## config.mk

```make
export PLATFORM = sky130hd
export DESIGN_NAME = dc_irq_status
export DESIGN_NICKNAME = d
export VERILOG_FILES = /design/src/rtl/dc_irq_pkg.sv /design/src/rtl/dc_irq_capture.sv /design/src/rtl/dc_irq_regs.sv /design/src/rtl/dc_irq_out.sv /design/src/rtl/dc_irq_status.sv
export SDC_FILE = /design/constraint.sdc
export NUM_CORES = 1
export LEC_CHECK = 0
export BUFFER_PORTS_ARGS = -buffer_cell sky130_fd_sc_hd__buf_2
export CAP_MARGIN = 20
export CORE_AREA = 2 2 137 139
export DETAILED_ROUTE_END_ITERATION = 8
export DIE_AREA = 0 0 139 141
export HOLD_SLACK_MARGIN = 0.08
export MAX_ROUTING_LAYER = met4
export PLACE_DENSITY = 0.73
export SLEW_MARGIN = 20
export SYNTH_ARGS = -nofsm -noshare
export SYNTH_HDL_FRONTEND = slang
export SYNTH_SLANG_ARGS = --single-unit
```

## constraint.sdc

```tcl
create_clock -name clk_i -period 3.55 [get_ports clk_i]
set_input_delay 0.355 -clock clk_i [delete_from_list [all_inputs] [get_ports clk_i]]
set_output_delay 0.355 -clock clk_i [all_outputs]
set_load 0.1 [all_outputs]
```

## src/rtl/dc_irq_pkg.sv

```systemverilog
package dc_irq_pkg;
  localparam int DW     = 32;
  localparam int AW     = 3;
  localparam int PW     = 13;
  localparam int SW     = 30;
  localparam int BCH_W  = 3;
  localparam int BCH_LO = 28;
  localparam int PCLR_W = 12;
  localparam logic [SW-1:0] SCLR_MASK = 30'h003e_3f3f;

  localparam int P_LDD  = 0;
  localparam int P_SOF0 = 1;
  localparam int P_BER  = 2;
  localparam int P_ACB  = 3;
  localparam int P_UR0  = 4;
  localparam int P_UR1  = 5;
  localparam int P_OUR  = 6;
  localparam int P_QD   = 7;
  localparam int P_EOF0 = 8;
  localparam int P_BS0  = 9;
  localparam int P_SUM  = 10;
  localparam int P_RDST = 11;
  localparam int P_CMD  = 12;

  localparam int S_SOF_OFS = -1;
  localparam int S_EOF_OFS = 7;
  localparam int S_BS_OFS  = 15;
  localparam int S_UR_OFS  = 23;

  typedef enum logic [AW-1:0] {
    A_CTRL  = 3'd0,
    A_PMASK = 3'd1,
    A_SMASK = 3'd2,
    A_PSTAT = 3'd3,
    A_SSTAT = 3'd4,
    A_LIID  = 3'd5
  } reg_addr_e;
endpackage

```

## src/rtl/dc_irq_capture.sv

```systemverilog
module dc_irq_capture
  import dc_irq_pkg::*;
#(
  parameter int N_CH = 7,
  parameter int IDW  = 32
) (
  input  logic [N_CH-1:0]     sof_i,
  input  logic [N_CH-1:0]     eof_i,
  input  logic [N_CH-1:0]     brs_i,
  input  logic [N_CH-1:0]     berr_i,
  input  logic [N_CH-1:0]     undr_i,
  input  logic [N_CH-1:0]     sof_req_i,
  input  logic [N_CH-1:0]     eof_req_i,
  input  logic [N_CH*IDW-1:0] frame_id_i,
  input  logic                ldd_i,
  input  logic                acb_i,
  input  logic                oundr_i,
  input  logic                rdst_i,
  input  logic                cmdd_i,
  input  logic [PW-1:0]       pmask_i,
  input  logic [SW-1:0]       smask_i,
  output logic [PW-1:0]       pset_o,
  output logic [SW-1:0]       sset_o,
  output logic                ber_hit_o,
  output logic [BCH_W-1:0]    ber_ch_o,
  output logic                sum_hit_o,
  output logic [IDW-1:0]      sum_id_o
);
  logic [N_CH-1:0] q_sof, q_eof, unm, hit;
  logic [SW-1:0]   sset_ch [N_CH];

  assign q_sof = sof_i & sof_req_i;
  assign q_eof = eof_i & eof_req_i;

  for (genvar c = 0; c < N_CH; c++) begin : g_ch
    if (c == 0) begin : g_pri
      assign sset_ch[c] = '0;
      assign unm[c] = (q_sof[c] & ~pmask_i[P_SOF0]) |
                      (q_eof[c] & ~pmask_i[P_EOF0]) |
                      (brs_i[c] & ~pmask_i[P_BS0]);
    end else begin : g_sec
      logic [SW-1:0] v;
      always_comb begin
        v = '0;
        v[c+S_SOF_OFS] = q_sof[c];
        v[c+S_EOF_OFS] = q_eof[c];
        v[c+S_BS_OFS]  = brs_i[c];
        v[c+S_UR_OFS]  = undr_i[c];
      end
      assign sset_ch[c] = v;
      assign unm[c] = (q_sof[c] & ~smask_i[c+S_SOF_OFS]) |
                      (q_eof[c] & ~smask_i[c+S_EOF_OFS]) |
                      (brs_i[c] & ~smask_i[c+S_BS_OFS]);
    end
  end

  assign hit = unm | berr_i;

  always_comb begin
    sset_o = '0;
    for (int c = 0; c < N_CH; c++) sset_o = sset_o | sset_ch[c];
  end

  always_comb begin
    pset_o         = '0;
    pset_o[P_LDD]  = ldd_i;
    pset_o[P_SOF0] = q_sof[0];
    pset_o[P_BER]  = |berr_i;
    pset_o[P_ACB]  = acb_i;
    pset_o[P_UR0]  = undr_i[0];
    pset_o[P_UR1]  = undr_i[1];
    pset_o[P_OUR]  = oundr_i;
    pset_o[P_EOF0] = q_eof[0];
    pset_o[P_BS0]  = brs_i[0];
    pset_o[P_RDST] = rdst_i;
    pset_o[P_CMD]  = cmdd_i;
  end

  // scan downward so the lowest channel is applied last and wins
  always_comb begin
    sum_id_o = '0;
    ber_ch_o = '0;
    for (int c = N_CH - 1; c >= 0; c--) begin
      if (hit[c])    sum_id_o = frame_id_i[c*IDW +: IDW];
      if (berr_i[c]) ber_ch_o = BCH_W'(c);
    end
  end

  assign sum_hit_o = |hit;
  assign ber_hit_o = |berr_i;
endmodule

```

## src/rtl/dc_irq_regs.sv

```systemverilog
module dc_irq_regs
  import dc_irq_pkg::*;
#(
  parameter int IDW = 32
) (
  input  logic             clk_i,
  input  logic             rst_ni,
  input  logic             wr_en_i,
  input  logic [AW-1:0]    wr_addr_i,
  input  logic [DW-1:0]    wr_data_i,
  input  logic [AW-1:0]    rd_addr_i,
  input  logic [PW-1:0]    pset_i,
  input  logic [SW-1:0]    sset_i,
  input  logic             ber_hit_i,
  input  logic [BCH_W-1:0] ber_ch_i,
  input  logic             sum_hit_i,
  input  logic [IDW-1:0]   sum_id_i,
  output logic             ctrl_en_o,
  output logic [PW-1:0]    pmask_o,
  output logic [SW-1:0]    smask_o,
  output logic [DW-1:0]    pstat_o,
  output logic [SW-1:0]    sstat_o,
  output logic [DW-1:0]    rd_data_o
);
  logic             ctrl_en_q;
  logic [PW-1:0]    pmask_q, pflag_q, pflag_d, pset_x, pclr;
  logic [SW-1:0]    smask_q, sstat_q, sclr;
  logic [BCH_W-1:0] bch_q, bch_d;
  logic [IDW-1:0]   liid_q;
  logic             wr_ctrl, wr_pm, wr_sm, wr_ps, wr_ss, qd_set;
  logic             unused_wr;

  assign unused_wr = ^wr_data_i;

  assign wr_ctrl = wr_en_i && (wr_addr_i == A_CTRL);
  assign wr_pm   = wr_en_i && (wr_addr_i == A_PMASK);
  assign wr_sm   = wr_en_i && (wr_addr_i == A_SMASK);
  assign wr_ps   = wr_en_i && (wr_addr_i == A_PSTAT);
  assign wr_ss   = wr_en_i && (wr_addr_i == A_SSTAT);

  assign qd_set = wr_ctrl && ctrl_en_q && !wr_data_i[0];
  assign pclr   = wr_ps ? PW'(wr_data_i[PCLR_W-1:0]) : '0;
  assign sclr   = wr_ss ? (wr_data_i[SW-1:0] & SCLR_MASK) : '0;

  always_comb begin
    pset_x        = pset_i;
    pset_x[P_QD]  = pset_i[P_QD] | qd_set;
    pset_x[P_SUM] = pset_i[P_SUM] | sum_hit_i;
    pflag_d       = (pflag_q & ~pclr) | pset_x;
    if (ber_hit_i)                   bch_d = ber_ch_i;
    else if (wr_ps && wr_data_i[P_BER]) bch_d = '0;
    else                             bch_d = bch_q;
  end

  always_ff @(posedge clk_i or negedge rst_ni) begin
    if (!rst_ni) begin
      ctrl_en_q <= 1'b0;
      pmask_q   <= '0;
      smask_q   <= '0;
      pflag_q   <= '0;
      sstat_q   <= '0;
      bch_q     <= '0;
      liid_q    <= '0;
    end else begin
      if (wr_ctrl) ctrl_en_q <= wr_data_i[0];
      if (wr_pm)   pmask_q   <= wr_data_i[PW-1:0];
      if (wr_sm)   smask_q   <= wr_data_i[SW-1:0];
      pflag_q <= pflag_d;
      sstat_q <= (sstat_q & ~sclr) | sset_i;
      bch_q   <= bch_d;
      if (sum_hit_i) liid_q <= sum_id_i;
    end
  end

  always_comb begin
    pstat_o = '0;
    pstat_o[PW-1:0] = pflag_q;
    pstat_o[BCH_LO +: BCH_W] = bch_q;
  end

  always_comb begin
    rd_data_o = '0;
    case (rd_addr_i)
      A_CTRL:  rd_data_o[0] = ctrl_en_q;
      A_PMASK: rd_data_o[PW-1:0] = pmask_q;
      A_SMASK: rd_data_o[SW-1:0] = smask_q;
      A_PSTAT: rd_data_o = pstat_o;
      A_SSTAT: rd_data_o[SW-1:0] = sstat_q;
      A_LIID:  rd_data_o[IDW-1:0] = liid_q;
      default: rd_data_o = '0;
    endcase
  end

  assign ctrl_en_o = ctrl_en_q;
  assign pmask_o   = pmask_q;
  assign smask_o   = smask_q;
  assign sstat_o   = sstat_q;
endmodule

```

## src/rtl/dc_irq_out.sv

```systemverilog
module dc_irq_out
  import dc_irq_pkg::*;
(
  input  logic          clk_i,
  input  logic          rst_ni,
  input  logic [PW-1:0] pflag_i,
  input  logic [PW-1:0] pmask_i,
  input  logic [SW-1:0] sstat_i,
  input  logic [SW-1:0] smask_i,
  output logic          irq_o
);
  logic irq_q;

  always_ff @(posedge clk_i or negedge rst_ni) begin
    if (!rst_ni) irq_q <= 1'b0;
    else         irq_q <= (|(pflag_i & ~pmask_i)) | (|(sstat_i & ~smask_i));
  end

  assign irq_o = irq_q;
endmodule

```

## src/rtl/dc_irq_status.sv

```systemverilog
module dc_irq_status
  import dc_irq_pkg::*;
#(
  parameter int N_CH = 7,
  parameter int IDW  = 32
) (
  input  logic                clk_i,
  input  logic                rst_ni,
  input  logic [N_CH-1:0]     sof_i,
  input  logic [N_CH-1:0]     eof_i,
  input  logic [N_CH-1:0]     brs_i,
  input  logic [N_CH-1:0]     berr_i,
  input  logic [N_CH-1:0]     undr_i,
  input  logic [N_CH-1:0]     sof_req_i,
  input  logic [N_CH-1:0]     eof_req_i,
  input  logic [N_CH*IDW-1:0] frame_id_i,
  input  logic                ldd_i,
  input  logic                acb_i,
  input  logic                oundr_i,
  input  logic                rdst_i,
  input  logic                cmdd_i,
  input  logic                wr_en_i,
  input  logic [AW-1:0]       wr_addr_i,
  input  logic [DW-1:0]       wr_data_i,
  input  logic [AW-1:0]       rd_addr_i,
  output logic [DW-1:0]       rd_data_o,
  output logic                irq_o
);
  logic [PW-1:0]    pset_w, pmask_w;
  logic [SW-1:0]    sset_w, smask_w, sstat_w;
  logic [DW-1:0]    pstat_w;
  logic             ber_hit_w, sum_hit_w, ctrl_w;
  logic [BCH_W-1:0] ber_ch_w;
  logic [IDW-1:0]   sum_id_w;

  dc_irq_capture #(.N_CH(N_CH), .IDW(IDW)) u_cap (
    .sof_i(sof_i), .eof_i(eof_i), .brs_i(brs_i), .berr_i(berr_i), .undr_i(undr_i),
    .sof_req_i(sof_req_i), .eof_req_i(eof_req_i), .frame_id_i(frame_id_i),
    .ldd_i(ldd_i), .acb_i(acb_i), .oundr_i(oundr_i), .rdst_i(rdst_i), .cmdd_i(cmdd_i),
    .pmask_i(pmask_w), .smask_i(smask_w),
    .pset_o(pset_w), .sset_o(sset_w), .ber_hit_o(ber_hit_w), .ber_ch_o(ber_ch_w),
    .sum_hit_o(sum_hit_w), .sum_id_o(sum_id_w)
  );

  dc_irq_regs #(.IDW(IDW)) u_regs (
    .clk_i(clk_i), .rst_ni(rst_ni),
    .wr_en_i(wr_en_i), .wr_addr_i(wr_addr_i), .wr_data_i(wr_data_i), .rd_addr_i(rd_addr_i),
    .pset_i(pset_w), .sset_i(sset_w), .ber_hit_i(ber_hit_w), .ber_ch_i(ber_ch_w),
    .sum_hit_i(sum_hit_w), .sum_id_i(sum_id_w),
    .ctrl_en_o(ctrl_w), .pmask_o(pmask_w), .smask_o(smask_w),
    .pstat_o(pstat_w), .sstat_o(sstat_w), .rd_data_o(rd_data_o)
  );

  dc_irq_out u_out (
    .clk_i(clk_i), .rst_ni(rst_ni),
    .pflag_i(pstat_w[PW-1:0]), .pmask_i(pmask_w),
    .sstat_i(sstat_w), .smask_i(smask_w), .irq_o(irq_o)
  );
endmodule

```

==> results.toml, run 1 <==
[status]
outcome = "finished clean"

[route]
via_per_inst = 6.063
firstDrtPassIters = 6
drtIter0Drc = 730
drc = 0
avgRoutedWirePerCell_um = 22.54
ant_nets = 0
wirelength_um = 32380
vias = 8712

[flow_run]
max_cap_violations = 0

[floorplanning]
initial_core_util_pct = 42.48
chipWidth_um = 139
rows = 50
die_h_um = 141
core-area_mm2 = 0.01827
pin_count = 352
die-area_mm2 = 0.01960

[yosys]
syn_inst = 865
ys_types = 55
ys_warn_count = 0
yosysTopAreaCell = "dfrtp_1"
synth-edff-count = 0
synth_area_leaders = "dfrtp_1 (38%), o21ai_0 (5.0%), nand2_1 (4.9%), a21o_1 (4.4%), a32o_1 (4.3%)"
synthesis.nets = 1184
syn-cell-area_mm2 = 0.007760
ys_ff_latch = 117
ys_seq_area_share_pct = 37.73
synth_top_area_share_pct = 37.73
synth.avg_cell_area_um2 = 8.971
synthArstFlopShare_pct = 100.0
synthFlopType = "dfrtp_1"

[clocking]
clk_latency_ps = 420
cts_sinks = 117
cts_max_level = 4
cts_tree = "built"
clkTransAtPathRegs_ps = 60
cts_resized = 0
cts_max_path_buffers = 2
cts_root_buf = "clkbuf_16"
numCtsBuffers = 17
post-cts-setup-buffers = 0

[grt]
grt_max_degree = 98
grt_pass1_vias = 8624
grt.total_usage_pct = 33.26
grt_pass1_wl_um = 48730
grt_antenna_before_repair = 4
overflow = 0

[pwr]
p_leak_nw = 4.929
finalPower_mw = 4.914
p_per_area_mw_per_mm2 = 468.5
peakVddDrop_mv = 0.5750

[worst_setup_path]
cp_cell_sequence = "and3b_1, or4_2, a21oi_2, o2111ai_1, a21o_1"
critPathLaunchType = "flop"
max_stage_delay_ps = 1170
critical-path-slowest-cell = "or4_2"
cp_top_family = "simple AND/OR/NAND/NOR gates"
worstRegToRegCells = 5
crit_arrival_ps = 2970
worst-path-max-fanout = 32
worstPathRequired_ps = 3860
reg2reg_slack_ps = 880
crit_buf_inv = 0
crit_cells = 5
worstSetupEndpointType = "flop"
critPathKind = "reg2reg"

[timing]
finalCriticalPeriod_ps = 2667
fmax_mhz = 374.9
hold_ws_ps = 108.4
max-slew-margin-rel_pct = 24.85
layout_worst_path_cycle_share_pct = 75.14
hold_violations = 0
setup_viol = 0
tns_ps = 0
rsz0062_at_grt = "no"
slew_viol_final = 0
tightest_slew_ps = 1127
finClkSkew_ps = 8.214

[layout]
final_common_cell = "buf_2"
n_fill_cell = 1658
finish.utilization_pct = 57.42
syn_to_final_growth_pct = 35.18
nets = 1505
multiInputGateArea_mm2 = 0.004380
design_area_mm2 = 0.01049
seq_area_mm2 = 0.002928
most-common-layout-cells = "buf_2 (338), dfrtp_1 (117), nand2_1 (102)"
layout-drive-gt1-share_pct = 38.70

[placed_design]
placement.io_buffers = 349
routabilityCongestion = 0.9619
dp_hpwl_um = 24320
dpl_cell_area_mm2 = 0.009841

[worst_hold_path]
hp-class = "in2reg"
hold_path_depth = 2
==> power by group <==
group	internal [mW]	leakage [nW]	total, mW	switching, mW
clock	1.08	0.287	1.75	0.668
sequential	1.51	1.30	1.67	0.161
combinational	0.539	3.35	1.49	0.954
==> flip-flops by register name, summed over array words and instances (netlist names) <==
signal / cells
u_regs.pflag_q: 13
u_regs.liid_q: 32
u_regs.smask_o: 30
u_regs.sstat_o: 24
u_regs.bch_q: 3
u_out.irq_o: 1
u_regs.pmask_o: 13
u_regs.ctrl_en_o: 1
==> cell type report <==
class / count / area share (%)
multi-input combinational: 639 / 41.76
sequential: 117 / 27.91
timing repair buffer: 375 / 20.42
clock buffer: 19 / 4.318
tap: 234 / 2.791
clock inverter: 13 / 1.419
inverter: 36 / 1.288
antenna: 4 / 0.09542
==> path summary, 6_finish.rpt <==
check	start	to
worst max-delay path	u_regs.smask_o[3]	u_regs.liid_q[16]
worst min-delay path	oundr_i	u_regs.pflag_q[6]
worst max register to register	u_regs.smask_o[3]	u_regs.liid_q[16]
worst min register to register	u_regs.bch_q[1]	u_regs.bch_q[1]
max in group asynchronous	rst_ni	u_regs.liid_q[1]
min in group asynchronous	rst_ni	u_regs.smask_o[19]
==> per-stage QoR <==
step / worst slack [ps] / std cells
floorplan: 395.7 / 865
global placement: 876.8 / 1399
detailed placement: 852.7 / 1399
CTS: 929.2 / 1432
global route: 783.8 / 1437
finish: 882.5 / 1437
==> layer usage <==
metal / track usage (%) / up-vias / wire length (um)
met1: 42.66 / 4154 / 13020
met4: 10.47 / 0 / 835
met5: - / - / 0
met3: 7.643 / 78 / 3117
li1: - / 3949 / -
met2: 52.66 / 531 / 15410
==> cell families (layout without fill, tap and decap cells) <==
logic type | count (synthesis) | in the layout | share of synthesized area, %
AOI/OAI and AO/OA | 422 | 422 | 38.63
other | 0 | 4 | 0
DFF | 117 | 117 | 37.73
buffers and inverters | 109 | 443 | 6.256
muxes | 46 | 46 | 6.562
and+or+nand+nor | 171 | 171 | 10.82
==> cell usage after synthesis (10+ instances only) <==
cell / n
mux2_2: 11
o22ai_1: 12
clkbuf_1: 48
nor2_1: 14
a31oi_1: 32
o21ai_0: 78
dfrtp_1: 117
a22oi_1: 15
nand2b_1: 10
buf_2: 13
o2111ai_1: 34
a22o_1: 20
a32o_1: 33
a21oi_1: 46
o21ai_1: 18
a21oi_2: 30
a221oi_1: 10
o21bai_1: 32
mux2i_1: 16
nand2_1: 102
inv_1: 36
a21o_1: 45
mux2_1: 18
==> what timing repair did <==
action | in CTS | in global routing
setup endpoints to repair | 0 | 0
hold buffers | 1 | 0
hold endpoints to repair | 55 | 0
Power figures use the tool's default switching activity.
==> run 2, diff against run 1 <==
CORE_AREA = 2 2 136 138   (was 2 2 137 139)
DIE_AREA = 0 0 138 140   (was 0 0 139 141)
PLACE_DENSITY = 0.77   (was 0.73)
clock period = 2.18 ns   (was 3.55 ns; I/O delays follow)
==> run 2 against run 1 <==
Net effect:
- the flow now finishes with violations (design-rule violations)
- global-route usage is 2.5 points higher
- worst hold slack worse by 14 ps
- count of clock-buffer cells in the layout is 7 higher
- clock skew hardly changed
- via count is 8.4% higher
- final area is 14% higher
- sequential power is 63% higher
- flip-flop and latch count stayed put
==> results.toml, run 2 (same netlist as run 1, synthesis figures left out) <==
[clocking]
cts_tree = "built"
cts_sinks = 117
cts_max_path_buffers = 2
cts_max_level = 4
clkTransAtPathRegs_ps = 50
numCtsBuffers = 17
clk_latency_ps = 420
cts_root_buf = "clkbuf_16"

[timing]
fmax_mhz = 467.9
setup_ws_ps = 42.68
tns_ps = 0
max-slew-margin-rel_pct = 58.73
layout_worst_path_cycle_share_pct = 98.04
tightest_slew_ps = 619.0
rsz0062_at_grt = "no"
setup_viol = 0
slew_viol_final = 0
hold_violations = 0
finalCriticalPeriod_ps = 2137
finClkSkew_ps = 8.043

[layout]
layout-drive-gt1-share_pct = 38.57
largest-register = "u_regs.liid_q"
syn_to_final_growth_pct = 53.61
final_common_cell = "buf_2"
n_fill_cell = 1400
nets = 1599
most-common-layout-cells = "buf_2 (320), dfrtp_1 (117), nand2_1 (102)"
largest_reg_flops = 32

[worst_hold_path]
hold_path_depth = 3
worstHoldEndpoint = "u_regs.liid_q[3]"
hold_start = "frame_id_i[3]"
hp-class = "in2reg"

[worst_setup_path]
crit_arrival_ps = 2500
worstRegToRegCells = 6
critPathLaunchType = "primary input"
max_stage_delay_ps = 550
r2r-end = "u_regs.liid_q[25]"
worst-path-max-fanout = 30
critPathKind = "in2reg"
reg2reg_slack_ps = 100
worstPathRequired_ps = 2540
crit_buf_inv = 3
cp_top_family = "compound AO/OA/AOI/OAI gates"
r2r-start = "u_regs.smask_o[1]"
cp_cell_sequence = "dlygate4sd3_1, buf_2, and3b_1, a2111o_2, buf_4, o21bai_1, a31oi_1, a21o_1"
worstSetupEndpointType = "flop"
critical-path-slowest-cell = "a2111o_2"

[grt]
grt_max_degree = 64
grt_pass1_wl_um = 52050
grt.total_usage_pct = 35.73
overflow = 0
grt_pass1_vias = 9375
grt_antenna_before_repair = 0

[route]
drtIter0Drc = 985
wirelength_um = 34870
firstDrtPassIters = 7
avgRoutedWirePerCell_um = 22.93
vias = 9447
via_per_inst = 6.211
drc = 1
ant_nets = 0

[status]
outcome = "complete, but fails checks"
violations = "design-rule violations"

[pwr]
seqPwrFrac_pct = 32.8
p_per_area_mw_per_mm2 = 698.8
internal_power_mw = 5.424
peakVddDrop_mv = 0.6387
switching_share_pct = 34.88
p_switching_mw = 2.905
clkPwrFrac_pct = 33.0
p_leak_nw = 5.444
power_frac_comb_pct = 34.2

[floorplanning]
rows = 49
core-area_mm2 = 0.01778
pin_count = 352
die_h_um = 140
die-area_mm2 = 0.01932
chipWidth_um = 138
initial_core_util_pct = 43.65

[placed_design]
routabilityCongestion = 0.9961
place_ws_ps = 38.94
placement.io_buffers = 349
dp_hpwl_um = 24940

[flow_run]
max_cap_violations = 0
## run 2: power groups by stage
stage	logic [mW]	registers (mW)	clock network, mW
2_1_floorplan	1.65	2.63	0
3_3_place_gp	2.62	2.72	0
3_5_place_dp	2.65	2.74	0
4_1_cts	2.78	2.70	2.78
5_1_grt	3.00	2.75	2.86
6_report	2.85	2.73	2.75
## run 2: area by class of cell
| type | count | area (um2) | share of cell area (%) |
|---|---|---|---|
| inverter | 36 | 135.1 | 1.134 |
| antenna | 1 | 2.502 | 0.02099 |
| tap | 229 | 286.5 | 2.404 |
| clock inverter | 4 | 70.07 | 0.5878 |
| clock buffer | 26 | 499.2 | 4.188 |
| timing repair buffer | 469 | 3408 | 28.59 |
| multi-input combinational | 639 | 4591 | 38.51 |
| sequential | 117 | 2928 | 24.56 |
## run 2: worst max path at each step
stage / cells past startpoint / slack [ps] / from / endpoint
3_3_place_gp: 6 / 100 / u_regs.smask_o[3] / u_regs.liid_q[6]
6_report: 8 / 40 / sof_req_i[2] / u_regs.liid_q[25]
2_1_floorplan: 4 / -120 / rd_addr_i[2] / rd_data_o[10]
4_1_cts: 8 / 8 / sof_req_i[1] / u_regs.liid_q[6]
5_1_grt: 8 / 20 / sof_req_i[2] / u_regs.liid_q[25]
3_5_place_dp: 6 / 40 / u_regs.smask_o[3] / u_regs.liid_q[23]
## run 2: timing repair
item | CTS | global route
resized for setup | 0 | 1
endpoints found under the setup margin | 0 | 31
hold buffers | 78 | 0
buffers inserted | 0 | 2
hold endpoints to repair | 104 | 0
## run 2: metrics by stage
stage / cell area [um2] / util (%) / hold WS, ps / total power, mW / instances
final: 11920 / 67.04 / 94.20 / 8.329 / 1521
after global routing: 11920 / 67.03 / 87.91 / 8.611 / 1520
after CTS: 11880 / 66.79 / 82.08 / 8.259 / 1517
after detailed placement: 10530 / 59.20 / 255.1 / 5.388 / 1409
after global placement: 10530 / 59.20 / 257.0 / 5.346 / 1409
after floorplan: 7998 / - / -77.59 / 4.284 / 865
## run 2: tightest hold or removal path, stage by stage
cell and delay, ps:
buf_2 70, a32o_1 110, a21o_1 80
## run 2: per-layer routing
| layer | routed length, um | vias up | GRT usage, % |
|---|---|---|---|
| li1 | - | 4132 | - |
| met5 | 0 | - | - |
| met3 | 2758 | 139 | 5.744 |
| met1 | 13060 | 4531 | 42.16 |
| met2 | 17190 | 645 | 59.43 |
| met4 | 1863 | 0 | 18.15 |
